`src/rtl/ecc_log_pkg.sv`:
```
package ecc_log_pkg;

    typedef enum logic [2:0] {
        SEL_CTRL  = 3'd0,
        SEL_CMP   = 3'd1,
        SEL_STAT  = 3'd2,
        SEL_SADDR = 3'd3,
        SEL_DADDR = 3'd4,
        SEL_COUNT = 3'd5
    } reg_sel_e;

    // bit 0 is the LSB (sbe_valid)
    typedef struct packed {
        logic sbe_irq;
        logic par;
        logic dbe_ovf;
        logic sbe_ovf;
        logic dbe_valid;
        logic sbe_valid;
    } status_t;

    localparam int STAT_BITS  = 6;
    localparam int NUM_CLASS  = 2;
    localparam int CLASS_SBE  = 0;
    localparam int CLASS_DBE  = 1;

    function automatic status_t w1c_mask(input logic [31:0] wdata);
        status_t m;
        m = status_t'(wdata[STAT_BITS-1:0]);
        return m;
    endfunction

endpackage

```
`src/rtl/ecc_beat_addr.sv`:
```
module ecc_beat_addr #(
    parameter int ADDR_W     = 32,
    parameter int IDX_W      = 4,
    parameter int BEAT_BYTES = 8
) (
    input  logic [ADDR_W-1:0] base,
    input  logic [IDX_W-1:0]  idx,
    output logic [ADDR_W-1:0] addr
);
    localparam logic [ADDR_W-1:0] STEP = ADDR_W'(BEAT_BYTES);

    always_comb begin
        addr = base + (ADDR_W'(idx) * STEP);
    end
endmodule

```
`src/rtl/ecc_addr_capture.sv`:
```
module ecc_addr_capture #(
    parameter int ADDR_W = 32
) (
    input  logic              clk,
    input  logic              rst,
    input  logic              clr,
    input  logic              hit,
    input  logic [ADDR_W-1:0] addr_in,
    output logic              valid_q,
    output logic              ovf_q,
    output logic [ADDR_W-1:0] addr_q
);
    logic valid_c;
    logic ovf_c;

    always_comb begin
        valid_c = valid_q & ~clr;
        ovf_c   = ovf_q & ~clr;
    end

    always_ff @(posedge clk) begin
        if (rst) begin
            valid_q <= 1'b0;
            ovf_q   <= 1'b0;
            addr_q  <= '0;
        end else begin
            valid_q <= valid_c | hit;
            ovf_q   <= ovf_c | (hit & valid_c);
            if (hit && !valid_c) begin
                addr_q <= addr_in;
            end
        end
    end
endmodule

```
`src/rtl/ecc_sbe_counter.sv`:
```
module ecc_sbe_counter #(
    parameter int CNT_W = 8
) (
    input  logic             clk,
    input  logic             rst,
    input  logic             clr,
    input  logic             hit,
    input  logic             match_mode,
    input  logic [CNT_W-1:0] cmp,
    output logic [CNT_W-1:0] count_q,
    output logic             irq_q
);
    localparam logic [CNT_W-1:0] CNT_MAX = {CNT_W{1'b1}};

    logic [CNT_W-1:0] cnt_base;
    logic [CNT_W-1:0] cnt_next;
    logic             fire;

    always_comb begin
        cnt_base = clr ? '0 : count_q;
        if (!hit) begin
            cnt_next = cnt_base;
        end else if (cnt_base == CNT_MAX) begin
            cnt_next = CNT_MAX;
        end else begin
            cnt_next = cnt_base + 1'b1;
        end
        fire = hit & (~match_mode | (cnt_next == cmp));
    end

    always_ff @(posedge clk) begin
        if (rst) begin
            count_q <= '0;
            irq_q   <= 1'b0;
        end else begin
            count_q <= cnt_next;
            irq_q   <= (irq_q & ~clr) | fire;
        end
    end
endmodule

```
`src/rtl/ecc_addr_logger.sv`:
```
module ecc_addr_logger
    import ecc_log_pkg::*;
#(
    parameter int ADDR_W     = 32,
    parameter int IDX_W      = 4,
    parameter int BEAT_BYTES = 8,
    parameter int CNT_W      = 8
) (
    input  logic              clk,
    input  logic              rst,
    input  logic              beat_valid,
    input  logic [ADDR_W-1:0] beat_base_addr,
    input  logic [IDX_W-1:0]  beat_idx,
    input  logic              beat_sbe,
    input  logic              beat_dbe,
    input  logic              ext_parity_err,
    input  logic              reg_wr_en,
    input  logic [2:0]        reg_addr,
    input  logic [31:0]       reg_wdata,
    output logic [31:0]       reg_rdata,
    output logic              irq_sbe,
    output logic              irq_dbe,
    output logic              irq_par
);
    reg_sel_e         sel;
    status_t          clr_m;
    status_t          status;
    logic             mode_q;
    logic [CNT_W-1:0] cmp_q;
    logic             par_q;
    logic             dbe_irq_q;
    logic [CNT_W-1:0] sbe_cnt;
    logic             sbe_irq;
    logic [ADDR_W-1:0] cur_addr;

    logic              cap_hit   [NUM_CLASS];
    logic              cap_clr   [NUM_CLASS];
    logic              cap_valid [NUM_CLASS];
    logic              cap_ovf   [NUM_CLASS];
    logic [ADDR_W-1:0] cap_addr  [NUM_CLASS];

    logic stat_wr;
    logic dbe_hit;
    logic sbe_hit;

    always_comb begin
        sel     = reg_sel_e'(reg_addr);
        stat_wr = reg_wr_en && (sel == SEL_STAT);
        clr_m   = stat_wr ? w1c_mask(reg_wdata) : '0;
        dbe_hit = beat_valid & beat_dbe;
        sbe_hit = beat_valid & beat_sbe & ~beat_dbe;
        cap_hit[CLASS_SBE] = sbe_hit;
        cap_hit[CLASS_DBE] = dbe_hit;
        cap_clr[CLASS_SBE] = clr_m.sbe_valid;
        cap_clr[CLASS_DBE] = clr_m.dbe_valid;
    end

    ecc_beat_addr #(
        .ADDR_W(ADDR_W), .IDX_W(IDX_W), .BEAT_BYTES(BEAT_BYTES)
    ) u_addr (
        .base(beat_base_addr), .idx(beat_idx), .addr(cur_addr)
    );

    for (genvar g = 0; g < NUM_CLASS; g++) begin : g_cap
        ecc_addr_capture #(.ADDR_W(ADDR_W)) u_cap (
            .clk     (clk),
            .rst     (rst),
            .clr     (cap_clr[g]),
            .hit     (cap_hit[g]),
            .addr_in (cur_addr),
            .valid_q (cap_valid[g]),
            .ovf_q   (cap_ovf[g]),
            .addr_q  (cap_addr[g])
        );
    end

    ecc_sbe_counter #(.CNT_W(CNT_W)) u_cnt (
        .clk        (clk),
        .rst        (rst),
        .clr        (clr_m.sbe_irq),
        .hit        (sbe_hit),
        .match_mode (mode_q),
        .cmp        (cmp_q),
        .count_q    (sbe_cnt),
        .irq_q      (sbe_irq)
    );

    always_ff @(posedge clk) begin
        if (rst) begin
            mode_q    <= 1'b0;
            cmp_q     <= '0;
            par_q     <= 1'b0;
            dbe_irq_q <= 1'b0;
        end else begin
            if (reg_wr_en && sel == SEL_CTRL) mode_q <= reg_wdata[0];
            if (reg_wr_en && sel == SEL_CMP)  cmp_q  <= reg_wdata[CNT_W-1:0];
            par_q     <= (par_q & ~clr_m.par) | ext_parity_err;
            dbe_irq_q <= (dbe_irq_q & ~clr_m.dbe_valid) | dbe_hit;
        end
    end

    always_comb begin
        status.sbe_valid = cap_valid[CLASS_SBE];
        status.dbe_valid = cap_valid[CLASS_DBE];
        status.sbe_ovf   = cap_ovf[CLASS_SBE];
        status.dbe_ovf   = cap_ovf[CLASS_DBE];
        status.par       = par_q;
        status.sbe_irq   = sbe_irq;
        case (sel)
            SEL_CTRL:  reg_rdata = {31'd0, mode_q};
            SEL_CMP:   reg_rdata = 32'(cmp_q);
            SEL_STAT:  reg_rdata = 32'(status);
            SEL_SADDR: reg_rdata = 32'(cap_addr[CLASS_SBE]);
            SEL_DADDR: reg_rdata = 32'(cap_addr[CLASS_DBE]);
            SEL_COUNT: reg_rdata = 32'(sbe_cnt);
            default:   reg_rdata = 32'd0;
        endcase
        irq_sbe = sbe_irq;
        irq_dbe = dbe_irq_q;
        irq_par = par_q;
    end
endmodule

```
`config.mk`:
```
export PLATFORM = sky130hd
export DESIGN_NAME = ecc_addr_logger
export DESIGN_NICKNAME = d
export VERILOG_FILES = /design/src/rtl/ecc_log_pkg.sv /design/src/rtl/ecc_beat_addr.sv /design/src/rtl/ecc_addr_capture.sv /design/src/rtl/ecc_sbe_counter.sv /design/src/rtl/ecc_addr_logger.sv
export SDC_FILE = /design/constraint.sdc
export NUM_CORES = 1
export LEC_CHECK = 0
export CAP_MARGIN = 40
export CELL_PAD_IN_SITES_DETAIL_PLACEMENT = 2
export CELL_PAD_IN_SITES_GLOBAL_PLACEMENT = 2
export CORE_MARGIN = 2
export CORE_UTILIZATION = 34
export DETAILED_ROUTE_END_ITERATION = 16
export GPL_ROUTABILITY_DRIVEN = 0
export PLACE_DENSITY_LB_ADDON = 0.1
export SYNTH_ARGS = -nofsm -noshare
export SYNTH_HDL_FRONTEND = slang
export SYNTH_HIERARCHICAL = 1
export SYNTH_SLANG_ARGS = --single-unit
```
`constraint.sdc`:
```
create_clock -name clk -period 7.4 [get_ports clk]
set_clock_uncertainty 0.2 [all_clocks]
set_input_delay 0.74 -clock clk [delete_from_list [all_inputs] [get_ports clk]]
set_output_delay 0.74 -clock clk [all_outputs]
set_load 0.05 [all_outputs]
```
==> reports/qor.csv <==
metric,value,unit
worst-setup-path-type,in2out,
dieArea,17500,µm²
wl_per_cell,19.0,µm
synth_seq_cells,88,
final_common_cell,nand2b_1,
grt.total_usage,0.201,
grt_pass1_vias,5185,
synth_nets,695,
hp-start,g_cap[0].u_cap/addr_q[22]$_SDFFE_PP0P_,
fin_crit_sh,0.636,
async_flop_share,0,
root_buffer,clkbuf_16,
tns,0,ns
irDropWorstVdd,0.0000947,V
routed_via_density,5.24,
grt_setup_unrepaired,false,
hold_path_depth,2,
cts_sinks,88,
end_kind,primary output,
fin_util,0.427,
slew_headroom,0.468,
final_cell_mix,"nand2b_1 (135), dfxtp_1 (88), clkdlybuf4s50_1 (87)",
h-tree-depth,3,
postCtsSetupBuffers,0,
hold_class,reg2reg,
ys_warn_count,6,
mappedNetlistArea,5590,µm²
drtPass1Iterations,4,
synth-edff-count,0,
max-clock-path-buffers,2,
antenna_found_initial,3,
cts_resized,0,
seq_area_frac_synth,0.315,
vias,4703,
p_leak,2.46,nW
fin_crit,4.71,ns
drv_cap,0,
nets,759,
place_inst,881,
core_area,16000,µm²
insertion_delay,0.35,ns
path_clk_slew,0.06,ns
drive_gt1_frac,0.0602,
arrival,3.77,ns
postSynthCellCount,612,
worstPathRequired,6.46,ns
grt_max_degree,93,
reg2regPathDepth,6,
setup_viol,0,
status,completed,
place_hpwl,12200,µm
start_util,0.349,
crit_path_start_kind,primary input,
drv_slew,0,
multiInputGateArea,3500,µm²
areaGrowthSynthToFinish,22.3,%
drt_wl_total,17100,µm
hold_viol_final,0,
ios,113,
tightest_slew,0.798,ns
nFillCells,1768,
final_antenna_net_count,0,
drtIter0Drc,214,
synth_top_flop_cell,dfxtp_1,
final_cells,898,
fmax,0.212,GHz
grt_first_pass_wirelength,28000,µm
die_y,132,µm
power_density,175,nW/µm²
rows,46,
synth_cell_types,68,
fin_worst_hold_slack,0.280,ns
r2r-end,u_cnt/irq_q$_SDFF_PP0_,
synth_area_per_cell,9.13,µm²
r2r-start,u_cnt/count_q[1]$_SDFF_PP0_,
critPathMaxFanout,24,
numCtsBuffers,9,
r2r_slack,4.58,ns
register_area,1760,µm²
grt-ovfl-total,0,
finalPower,0.00120,W
die_w,132,µm
holdPathEnd,g_cap[0].u_cap/addr_q[22]$_SDFFE_PP0P_,
route.detailed.drc,0,
postCtsHoldBufs,0,
cts_tree,done,
port_buffers,88,
-- critical path, cell delays in order --
cell and delay (ns):
clkdlybuf4s50_1 0.80, nand2b_1 0.45, nor2_4 0.65, a22o_1 0.30
clkdlybuf4s50_1 0.81
-- per-stage QoR --
stage               worst slack, ns  area [µm²]
detailed placement             2.47        6520
global route                   2.47        6830
global placement               2.46        6510
CTS                            2.61        6830
floorplan                      3.98        5590
finish                         2.69        6830
-- state kept, by name (all words and copies together), names as in the netlist --
signal / flops
g_cap.u_cap/addr_q: 64
irq_dbe: 1
g_cap.u_cap/ovf_q: 2
u_cnt/irq_q: 1
irq_par: 1
g_cap.u_cap/valid_q: 2
u_cnt/count_q: 8
mode_q: 1
cmp_q: 8
-- cell usage after synthesis (3+ instances only) --
cell type	number	area, µm²
a211oi_1	3	22.5
a21oi_1	13	65.1
a221oi_1	5	43.8
a22o_1	24	210
a22oi_1	3	22.5
a31oi_1	3	18.8
and2_1	4	25.0
and3_1	6	37.5
and4b_1	3	30.0
buf_2	10	50.1
buf_4	6	45.0
buf_8	6	90.1
clkbuf_1	19	71.3
dfxtp_1	88	1760
ha_1	4	50.1
inv_1	12	45.0
mux2_1	5	56.3
mux2i_1	83	831
nand2_1	19	71.3
nand2b_1	135	845
nand3_1	11	55.1
nand4_1	10	62.6
nor2_1	31	116
nor2b_1	5	31.3
nor3_1	6	30.0
o21a_1	6	45.0
o21ai_0	5	25.0
o22ai_1	7	43.8
or4_1	3	22.5
xnor2_1	20	175
xor2_1	12	105
-- power by group --
group	total (W)	internal, W	switching [W]
sequential	0.000509	0.000494	0.0000154
clock	0.000478	0.000272	0.000206
combinational	0.000211	0.0000965	0.000114
total	0.00120	0.000863	0.000335
-- per-layer routing --
metal	track usage	part of all wire
met3	0.0323	0.031
met1	0.242	0.44
met5	0	0.00064
met2	0.367	0.51
met4	0.0585	0.013
-- cell type report --
cell class | count | area share
Multi-Input combinational cell | 469 | 0.512
Sequential cell | 88 | 0.258
Timing Repair Buffer | 96 | 0.138
Tap cell | 216 | 0.0396
Clock buffer | 10 | 0.0350
Clock inverter | 6 | 0.0101
Inverter | 12 | 0.00659
Antenna cell | 1 | 0.000366
-- worst max path at each step --
stage	startpoint	to	slack, ns	depth (start not counted)
finish	reg_addr[1]	reg_rdata[17]	2.69	5
global route	reg_addr[1]	reg_rdata[17]	2.47	5
CTS	reg_addr[1]	reg_rdata[17]	2.61	5
detailed placement	reg_addr[1]	u_cnt/irq_q$_SDFF_PP0_	2.47	9
global placement	reg_addr[0]	reg_rdata[11]	2.46	7
floorplan	reg_addr[0]	u_cnt/irq_q$_SDFF_PP0_	3.98	9
-- logic make-up (layout without fill, tap and decap cells) --
group           after synthesis  count (layout)  share of synthesized area
fa+ha+maj                     5               5                     0.0125
buf+inv                      55             124                     0.0580
compound gates               87              87                      0.122
flops                        88              88                      0.315
xor+xnor                     32              32                     0.0502
other cells                   0               1                          0
mux                          89              89                      0.163
simple gates                256             256                      0.279
Note: power is estimated with default switching activity, not from simulation.
